File: src/rtl/csd_pkg.sv
// Shared types and helpers for the CSD recoder.
// Assumes callers combine pairs in the order (higher span, lower span).
package csd_pkg;

    // Generate/propagate pair for one chain step or a span of steps.
    typedef struct packed {
        logic g;
        logic p;
    } gp_t;

    // Pair for one bit of a chain: an OR step passes the bit as generate;
    // an AND step passes it as propagate.
    function automatic gp_t bit_gp(input logic x, input logic or_step);
        gp_t r;
        r.g = or_step ? x : 1'b0;
        r.p = or_step ? 1'b1 : x;
        return r;
    endfunction

    // Merge a higher span with the lower span that feeds it.
    function automatic gp_t gp_merge(input gp_t hi, input gp_t lo);
        gp_t r;
        r.g = hi.g | (hi.p & lo.g);
        r.p = hi.p & lo.p;
        return r;
    endfunction

endpackage

File: src/rtl/csd_hk_ripple.sv
// Ripple build of the two interleaved chains.
// Chain H ORs at even bits and ANDs at odd bits; chain K does the reverse.
// Both chains start from 0 below bit 0. Purely combinational.
module csd_hk_ripple #(
    parameter int W = 16
) (
    input  logic [W-1:0] x,
    output logic [W-1:0] h,
    output logic [W-1:0] k
);
    logic hb [W];
    logic kb [W];

    genvar i;
    generate
        for (i = 0; i < W; i++) begin : g_bit
            logic h_prev;
            logic k_prev;
            if (i == 0) begin : g_first
                assign h_prev = 1'b0;
                assign k_prev = 1'b0;
            end else begin : g_rest
                assign h_prev = hb[i-1];
                assign k_prev = kb[i-1];
            end
            if (i % 2 == 0) begin : g_even
                assign hb[i] = x[i] | h_prev;
                assign kb[i] = x[i] & k_prev;
            end else begin : g_odd
                assign hb[i] = x[i] & h_prev;
                assign kb[i] = x[i] | k_prev;
            end
            assign h[i] = hb[i];
            assign k[i] = kb[i];
        end
    endgenerate
endmodule

File: src/rtl/csd_hk_prefix.sv
// Grouped prefix build of the H and K chains.
// Each 4-bit group is folded into one generate/propagate pair. A tree of
// depth clog2(W/4) across groups supplies every group's entry value, and
// a 3-step ripple inside each group finishes the bits.
// Assumes W is a multiple of 4 and at least 8.
module csd_hk_prefix
    import csd_pkg::*;
#(
    parameter int W = 16
) (
    input  logic [W-1:0] x,
    output logic [W-1:0] h,
    output logic [W-1:0] k
);
    localparam int GROUPS = W / 4;
    localparam int LEVELS = $clog2(GROUPS);

    gp_t hbit [W];
    gp_t kbit [W];
    gp_t htree [LEVELS+1][GROUPS];
    gp_t ktree [LEVELS+1][GROUPS];
    logic hb [W];
    logic kb [W];

    genvar i, j, l;
    generate
        // Per-bit pairs: even bits are OR steps in H and AND steps in K.
        for (i = 0; i < W; i++) begin : g_bitgp
            assign hbit[i] = bit_gp(x[i], (i % 2) == 0);
            assign kbit[i] = bit_gp(x[i], (i % 2) == 1);
        end

        // Fold each 4-bit group into one pair.
        for (j = 0; j < GROUPS; j++) begin : g_group
            assign htree[0][j] = gp_merge(gp_merge(hbit[4*j+3], hbit[4*j+2]),
                                          gp_merge(hbit[4*j+1], hbit[4*j]));
            assign ktree[0][j] = gp_merge(gp_merge(kbit[4*j+3], kbit[4*j+2]),
                                          gp_merge(kbit[4*j+1], kbit[4*j]));
        end

        // Prefix tree across groups, doubling the span at each level.
        for (l = 0; l < LEVELS; l++) begin : g_level
            for (j = 0; j < GROUPS; j++) begin : g_node
                if (j >= (1 << l)) begin : g_merge
                    assign htree[l+1][j] = gp_merge(htree[l][j], htree[l][j-(1<<l)]);
                    assign ktree[l+1][j] = gp_merge(ktree[l][j], ktree[l][j-(1<<l)]);
                end else begin : g_pass
                    assign htree[l+1][j] = htree[l][j];
                    assign ktree[l+1][j] = ktree[l][j];
                end
            end
        end

        // Ripple inside each group from the entry value given by the tree.
        for (i = 0; i < W; i++) begin : g_fill
            logic h_prev;
            logic k_prev;
            if (i == 0) begin : g_zero
                assign h_prev = 1'b0;
                assign k_prev = 1'b0;
            end else if (i % 4 == 0) begin : g_entry
                assign h_prev = htree[LEVELS][i/4-1].g;
                assign k_prev = ktree[LEVELS][i/4-1].g;
            end else begin : g_inner
                assign h_prev = hb[i-1];
                assign k_prev = kb[i-1];
            end
            assign hb[i] = hbit[i].g | (hbit[i].p & h_prev);
            assign kb[i] = kbit[i].g | (kbit[i].p & k_prev);
            assign h[i]  = hb[i];
            assign k[i]  = kb[i];
        end
    endgenerate
endmodule

File: src/rtl/csd_digit_map.sv
// Turns the chain values into signed digits.
// The nonzero flag is h XOR k. A nonzero digit is negative when the
// next-higher input bit is set; x_ext stands in for the bit above the top.
// The extra top digit equals the last carry, which is derived from the top
// input bit and the top flag, so no explicit carry exists. Combinational.
module csd_digit_map #(
    parameter int W = 16
) (
    input  logic [W-1:0] x,
    input  logic         x_ext,
    input  logic         mode_signed,
    input  logic [W-1:0] h,
    input  logic [W-1:0] k,
    output logic [W:0]   sgn,
    output logic [W:0]   dat
);
    logic [W-1:0] nz;
    logic [W-1:0] above;

    assign nz    = h ^ k;
    assign above = {x_ext, x[W-1:1]};

    genvar i;
    generate
        for (i = 0; i < W; i++) begin : g_dig
            assign dat[i] = nz[i] & ~above[i];
            assign sgn[i] = nz[i] &  above[i];
        end
    endgenerate

    // Top digit: last carry in unsigned mode, always zero in signed mode.
    assign dat[W] = ~mode_signed & x[W-1] & ~nz[W-1];
    assign sgn[W] = 1'b0;
endmodule

File: src/rtl/csd_recoder.sv
// Binary to CSD recoder top.
// It optionally registers the input, builds the H/K chains (ripple or
// grouped prefix, chosen by USE_PREFIX), maps them to digits and
// optionally registers the output. Latency is REG_IN + REG_OUT cycles.
// Reset is synchronous and active low. Assumes WIDTH is a multiple of 4,
// from 8 to 64.
module csd_recoder #(
    parameter int WIDTH      = 16,
    parameter bit USE_PREFIX = 1'b0,
    parameter bit REG_IN     = 1'b0,
    parameter bit REG_OUT    = 1'b1
) (
    input  logic             clk,
    input  logic             rst_n,
    input  logic             mode_signed_i,
    input  logic [WIDTH-1:0] bin_i,
    output logic [WIDTH:0]   csd_sign_o,
    output logic [WIDTH:0]   csd_data_o
);
    localparam int DIGITS = WIDTH + 1;

    logic [WIDTH-1:0]  x_c;
    logic              mode_c;
    logic [WIDTH-1:0]  h_c;
    logic [WIDTH-1:0]  k_c;
    logic [DIGITS-1:0] sgn_c;
    logic [DIGITS-1:0] dat_c;

    generate
        if (REG_IN) begin : g_in_reg
            logic [WIDTH-1:0] x_q;
            logic             mode_q;
            // Capture the input word and mode.
            always_ff @(posedge clk) begin
                if (!rst_n) begin
                    x_q    <= '0;
                    mode_q <= 1'b0;
                end else begin
                    x_q    <= bin_i;
                    mode_q <= mode_signed_i;
                end
            end
            assign x_c    = x_q;
            assign mode_c = mode_q;
        end else begin : g_in_wire
            assign x_c    = bin_i;
            assign mode_c = mode_signed_i;
        end

        if (USE_PREFIX) begin : g_prefix
            csd_hk_prefix #(.W(WIDTH)) chains_i (.x(x_c), .h(h_c), .k(k_c));
        end else begin : g_ripple
            csd_hk_ripple #(.W(WIDTH)) chains_i (.x(x_c), .h(h_c), .k(k_c));
        end
    endgenerate

    csd_digit_map #(.W(WIDTH)) map_i (
        .x           (x_c),
        .x_ext       (mode_c & x_c[WIDTH-1]),
        .mode_signed (mode_c),
        .h           (h_c),
        .k           (k_c),
        .sgn         (sgn_c),
        .dat         (dat_c)
    );

    generate
        if (REG_OUT) begin : g_out_reg
            // Hold the recoded digits for one cycle.
            always_ff @(posedge clk) begin
                if (!rst_n) begin
                    csd_sign_o <= '0;
                    csd_data_o <= '0;
                end else begin
                    csd_sign_o <= sgn_c;
                    csd_data_o <= dat_c;
                end
            end

            // the registered output shows the previous cycle's core result.
            p_out_follows_r8: assert property (@(posedge clk) disable iff (!rst_n)
                1'b1 |=> (csd_sign_o == $past(sgn_c)) && (csd_data_o == $past(dat_c)));
        end else begin : g_out_wire
            assign csd_sign_o = sgn_c;
            assign csd_data_o = dat_c;
        end
    endgenerate

    // Weighted value of a digit vector, for checking only.
    function automatic logic signed [WIDTH+2:0] digit_sum(
        input logic [DIGITS-1:0] s, input logic [DIGITS-1:0] d);
        logic signed [WIDTH+2:0] acc;
        acc = '0;
        for (int i = 0; i < DIGITS; i++) begin
            if (d[i]) acc = acc + (({{(WIDTH+2){1'b0}}, 1'b1}) <<< i);
            if (s[i]) acc = acc - (({{(WIDTH+2){1'b0}}, 1'b1}) <<< i);
        end
        return acc;
    endfunction

    logic signed [WIDTH+2:0] val_c;
    logic signed [WIDTH+2:0] x_uns;
    logic signed [WIDTH+2:0] x_sgn;
    assign val_c = digit_sum(sgn_c, dat_c);
    assign x_uns = {3'b000, x_c};
    assign x_sgn = {{3{x_c[WIDTH-1]}}, x_c};

    p_no_code11_r1: assert property (@(posedge clk) disable iff (!rst_n)
        (sgn_c & dat_c) == '0);

    p_no_adjacent_r2: assert property (@(posedge clk) disable iff (!rst_n)
        (((sgn_c | dat_c) >> 1) & (sgn_c | dat_c)) == '0);

    p_unsigned_value_r3: assert property (@(posedge clk) disable iff (!rst_n)
        !mode_c |-> (val_c == x_uns));

    p_unsigned_top_sign_r4: assert property (@(posedge clk) disable iff (!rst_n)
        !mode_c |-> (sgn_c[WIDTH] == 1'b0) && (sgn_c[WIDTH-1] == 1'b0));

    p_signed_value_r5: assert property (@(posedge clk) disable iff (!rst_n)
        mode_c |-> (val_c == x_sgn) && !sgn_c[WIDTH] && !dat_c[WIDTH]);
endmodule

File: config.mk
export PLATFORM = sky130hd
export DESIGN_NAME = csd_recoder
export DESIGN_NICKNAME = d
export VERILOG_FILES = /design/src/rtl/csd_pkg.sv /design/src/rtl/csd_hk_ripple.sv /design/src/rtl/csd_hk_prefix.sv /design/src/rtl/csd_digit_map.sv /design/src/rtl/csd_recoder.sv
export SDC_FILE = /design/constraint.sdc
export NUM_CORES = 1
export LEC_CHECK = 0
export BUFFER_PORTS_ARGS = -buffer_cell sky130_fd_sc_hd__buf_2
export CORE_ASPECT_RATIO = 1.25
export CORE_UTILIZATION = 53
export CTS_BUF_LIST = sky130_fd_sc_hd__clkbuf_4 sky130_fd_sc_hd__clkbuf_8
export DETAILED_ROUTE_END_ITERATION = 12
export PLACE_DENSITY = 0.83
export SLEW_MARGIN = 0
export SYNTH_ARGS = -nofsm -noshare
export SYNTH_HDL_FRONTEND = slang
export SYNTH_SLANG_ARGS = --single-unit
File: constraint.sdc
create_clock -name clk -period 4 [get_ports clk]
set_input_delay 0.2 -clock clk [delete_from_list [all_inputs] [get_ports clk]]
set_output_delay 0.2 -clock clk [all_outputs]
set_load 0.05 [all_outputs]
==> results.cfg, run 1 <==
[global_routing]
grtUsageMet3 = 0.0823
grt_usage = 0.232
top_usage_layer = met2
grt.overflow.total = 0
grt_use_met1 = 0.248
grt_pass1_vias = 1024
antenna_found_initial = 0
grt_pass1_wl_mm = 4.40
use_met2 = 0.390
grt_max_degree = 30

[route]
drt_first_pass_iters = 5
ant_nets = 0
vias = 1168
wirelength_mm = 2.67
vias_per_cell = 5.21
drc = 0
drtIter0Drc = 17
wl_per_cell_um = 11.9

[power]
ir_drop_uv = 372
fin_total_pwr_w = 0.000667
cellPowerDensity_nw_per_um2 = 418
cellLeakagePower_nw = 0.799

[cts]
numClockSinks = 33
clkTransAtPathRegs_ns = 0.09
post_cts_buffers = 0
holdBufCountCts = 0
cts_tree = yes
cts_root_buf = clkbuf_4
cts_resized = 0
cts_max_level = 2
cts_buffers = 5
clock_path_buffers = 2

[place]
io_buffers = 51
place_congestion = 0.867
place_area_sq_um = 1540
hpwlAfterDp_mm = 2.00

[critical_path]
crit_type = in -> reg
worstSetupStartpoint = bin_i[0]
crit_arrival_ns = 1.64
critPathRequiredTime_ns = 4.27
critPathLaunchType = input port
critPathCaptureType = register
crit_fanout = 7

[sta]
slew_violations = 0
rsz0062_at_grt = no
hold_ws_ns = 0.0556
fin_crit_ns = 1.37
setup_viol = 0
period_share = 0.342
hold_viol_final = 0
tns_ns = 0
max_freq_mhz = 732

[cells_and_area]
area_growth_pct = 23.9
n_antenna_cell = 0
utilization = 0.707
fin_nets = 212
fin_area_sq_um = 1600
drive_gt1_frac = 0.326

[yosys]
yosys_warnings = 0
yosys.area.top_type = dfxtp_1
seq_area_frac_synth = 0.513
syn_area_sq_um = 1290
synthCells = 143
syn_avg_cell_area_sq_um = 9.01
synthTopCellsByArea = dfxtp_1 (51%), nand2_1 (5.2%), nor2_1 (5.2%)
synth-seq-cells = 33
syn_nets = 162
ys_types = 37
synth_top_area_share = 0.513

[flow_run]
drv_cap = 0

[die]
initial_core_util = 0.571
io_pins = 53
core_sq_um = 2260
chipWidth_um = 46.1
dieArea_sq_um = 2630
die_y_um = 57.1
rows = 19

[hold_path]
hp-start = mode_signed_i
hp-class = in -> reg

[run_status]
status = finished, final reports clean
layout make-up:
cell class,instances,area [sq um]
fill,178,662
sequential,33,661
multi-input combinational,98,568
timing repair buffer,51,255
clock buffer,7,58.8
tap,31,38.8
inverter,4,15.0
path summary, 6_finish.rpt:
check	end	slack [ns]	depth (start not counted)
hold / removal	csd_data_o[16]	0.06	2
setup / recovery	csd_data_o[13]	2.63	6
worst max-delay path, cell delays in order:
cell	delay [ns]
buf_2	0.14
a211o_1	0.36
a2111oi_4	0.41
nor2_2	0.13
o31ai_2	0.21
and3b_1	0.19
synthesized netlist by cell type, drive strengths merged:
cell type	n
nor2b	2
a2111oi	1
clkbuf	4
buf	4
o31ai	1
nor4b	1
o21ai	9
nor3b	8
o31a	1
o211ai	1
nand2	18
nand4	2
nor3	4
and3b	2
conb	1
o21a	2
dfxtp	33
nor2	19
nand3b	1
a21o	2
nand3	4
o41ai	1
nor4bb	1
mux2i	1
a211o	1
a21oi	5
and4	1
inv	4
a31oi	1
a211oi	1
o21bai	1
and3	6
placed cells by master (no fill, tap or decap), types with 2 or more instances in the layout:
cell      instances
a21oi_1           5
and3_1            6
nor3_1            4
buf_2            51
nor3b_1           8
nor2b_1           2
nand4_1           2
inv_1             4
nor2_1           18
o21ai_0           9
clkbuf_4          6
and3b_1           2
o21a_1            2
nand2_1          18
nand3_1           4
dfxtp_1          33
logic make-up (layout without fill, tap and decap cells):
family / after synthesis / count (layout) / share of synthesized area
multiplexers: 1 / 1 / 0.00777
buffers and inverters: 12 / 62 / 0.0466
AO/OA/AOI/OAI: 27 / 27 / 0.153
flip-flops: 33 / 33 / 0.513
other: 1 / 1 / 0.00291
AND/OR/NAND/NOR: 69 / 69 / 0.277
registers in the layout, indices dropped and copies added (netlist names):
name and count:
csd_sign_o 16, csd_data_o 17
where the power goes:
part	leakage (nW)	total (W)	switching (W)	internal [W]
sequential	0.270	0.000345	0.00000296	0.000342
clock	0.0348	0.000188	0.0000980	0.0000896
combinational	0.495	0.000135	0.0000990	0.0000356
metrics by stage:
stage	instances	setup slack [ns]
after global routing	224	2.57
final	224	2.63
after global placement	217	2.37
after CTS	224	2.64
after floorplan	143	2.49
after detailed placement	217	2.29
layer usage:
| metal | up-vias | wire length, um |
|---|---|---|
| met5 | - | 0 |
| met4 | 0 | 68 |
| met3 | 10 | 158 |
| met2 | 38 | 1350 |
| met1 | 525 | 1090 |
| li1 | 595 | - |
Note: power is estimated with default switching activity, not from simulation.
==> inputs of run 2 (changes only) <==
ABC_AREA = 1   (was unset)
CORE_UTILIZATION = 49   (was 53)
PLACE_DENSITY = 0.77   (was 0.83)
clock period = 1.35 ns   (was 4 ns; I/O delays follow)
==> run 2 against run 1 <==
  * Power increased to 3.1 times the previous value
  * Cell area increased by 8.8%
  * Flip-flop and latch count unchanged
  * Sequential share of layout area decreased by 3.3 points
  * Critical path depth increased by 7
  * Wire length decreased by 7.0%
  * Global-route usage decreased by 2.9 points
  * Clock power increased to 3.1 times the previous value
  * Critical path type unchanged
  * Critical endpoint is now csd_data_o[14]
  * Largest power group unchanged
  * Highest routed layer unchanged
==> results.cfg, run 2 <==
[route]
vias = 1104
drc = 0
wl_per_cell_um = 10.1
ant_nets = 0
wirelength_mm = 2.49
vias_per_cell = 4.51
drt_first_pass_iters = 4
drtIter0Drc = 9

[global_routing]
grtUsageMet3 = 0.0854
grt.overflow.total = 0
grt_pass1_vias = 1004
antenna_found_initial = 0
use_met2 = 0.361
grt_max_degree = 20
top_usage_layer = met2
grt_usage = 0.203
grt_pass1_wl_mm = 3.91
grt_use_met1 = 0.188

[yosys]
syn_avg_cell_area_sq_um = 8.87
seq_area_frac_synth = 0.514
synth_top_area_share = 0.514
yosys.area_share.simple = 0.410
synth_ff_type = dfxtp_1
synth_mux_area_frac = 0
synth-seq-cells = 33
syn_nets = 164
synth_edf_count = 0
synth.most_common_cell = dfxtp_1
yosys.area.top_type = dfxtp_1
syn_area_sq_um = 1290
synthXorXnorAreaFrac = 0
synthCells = 145
yosys_warnings = 0
synth_fa_ha_area_frac = 0
synthTopCellsByArea = dfxtp_1 (51%), nand2_4 (19%), nor2_1 (7.9%)
synth_compound_area_frac = 0.0117
ys_types = 15
synth_top_family_by_area = simple AND/OR/NAND/NOR gates
async_flop_share = 0
synth_common_cells = dfxtp_1 (33), nor2_1 (27), nand2_1 (23)

[cells_and_area]
final_cell_mix = buf_2 (51), dfxtp_1 (33), nor2_1 (27)
drive_gt1_frac = 0.415
utilization = 0.708
largest_reg_flops = 17
area_growth_pct = 35.0
fin_nets = 230
n_antenna_cell = 0
largest-register = csd_data_o
n_fill_cell = 218
final_common_cell = buf_2
top_regs = csd_data_o x17, csd_sign_o x16

[sta]
slew_violations = 0
rsz0062_at_grt = no
tns_ns = 0
hold_ws_ns = 0.0109
setup_viol = 0
fin_crit_ns = 1.29
period_share = 0.955
hold_viol_final = 0
max_freq_mhz = 775

[cts]
cts_tree = yes
clkTransAtPathRegs_ns = 0.10
cts_root_buf = clkbuf_4
cts_buffers = 5
cts_max_level = 2
numClockSinks = 33
clock_path_buffers = 2

[critical_path]
critPathTopFamily = buffers and inverters
critPathCaptureType = register
crit_chain = dlygate4sd3_1 > buf_2 > inv_2 > nand2_4 > nand2_4 > nand2_4 > nand2_4 > nand2_4 > nand2_4 > nand2_4 > nand2_1 > nand3_1 > nor2_1
cp_common_cell = nand2_4
slowest_stage = dlygate4sd3_1
critPathLaunchType = input port
critPathBufInv = 3
max_stage_delay_ns = 0.56
crit_type = in -> reg
crit_fanout = 4
crit_arrival_ns = 1.56
critPathRequiredTime_ns = 1.62

[die]
rows = 20
die_y_um = 59.3
core_sq_um = 2450
io_pins = 53
dieArea_sq_um = 2840
initial_core_util = 0.524
chipWidth_um = 47.8

[power]
ir_drop_uv = 756
cellLeakagePower_nw = 0.979
cellPowerDensity_nw_per_um2 = 1190
fin_total_pwr_w = 0.00207

[place]
place_congestion = 0.759
io_buffers = 51
hpwlAfterDp_mm = 1.88

[flow_run]
drv_cap = 0

[run_status]
status = finished, final reports clean

[hold_path]
hp-class = in -> reg
run 2: cell types whose count changed in the layout (fill, tap and decap cells not counted), moves of 8 or more:
cell | before | now
dlygate4sd3_1 | 0 | 11
inv_1 | 4 | 16
nand2_4 | 0 | 22
o21ai_0 | 9 | 1
nor3b_1 | 8 | 0
nor2_1 | 18 | 27
run 2: final timing paths:
| path | start | to | slack, ns | cells past startpoint |
|---|---|---|---|---|
| hold / removal | bin_i[11] | csd_sign_o[10] | 0.01 | 3 |
| setup / recovery | bin_i[7] | csd_data_o[14] | 0.06 | 13 |
run 2: metrics by stage:
stage	setup WS, ns	instance area, sq um	std cells
after floorplan	0.255	1290	145
after global placement	0.0211	1570	226
after detailed placement	-0.0237	1570	226
after CTS	0.0783	1720	243
after global routing	0.0192	1740	245
final	0.0601	1740	245
run 2: cell type report:
class                   instances  area [sq um]  share of cell area
flip-flops and latches         33           661               0.380
multi-input cells              92           546               0.314
repair buffers                 62           365               0.210
inverters                      17          63.8              0.0367
clock buffers                   8          60.1              0.0346
well taps                      33          41.3              0.0238
run 2: kinds of logic (layout without fill, tap and decap cells):
family | Yosys count | in the layout
compound gates | 3 | 3
simple gates | 88 | 88
buf+inv | 20 | 87
flops | 33 | 33
other cells | 1 | 1
run 2: repair_timing:
item / 4_1_cts / 5_1_grt
hold buffers: 9 / 2
resized for setup: 0 / 1
endpoints found under the setup margin: 0 / 1
setup buffers: 0 / 0
hold endpoints to repair: 8 / 2
run 2: metal layers:
| layer | part of all wire | routed length [um] |
|---|---|---|
| met1 | 0.36 | 902 |
| met2 | 0.55 | 1360 |
| met3 | 0.070 | 173 |
| met4 | 0.021 | 53 |
| met5 | 0 | 0 |
run 2: power by group:
part,switching (W),internal [W],leakage [nW],total (W)
Clock,0.000311,0.000268,0.0368,0.000579
Combinational,0.000328,0.000133,0.671,0.000462
Sequential,0.00000945,0.00102,0.270,0.00103
Total,0.000649,0.00142,0.979,0.00207
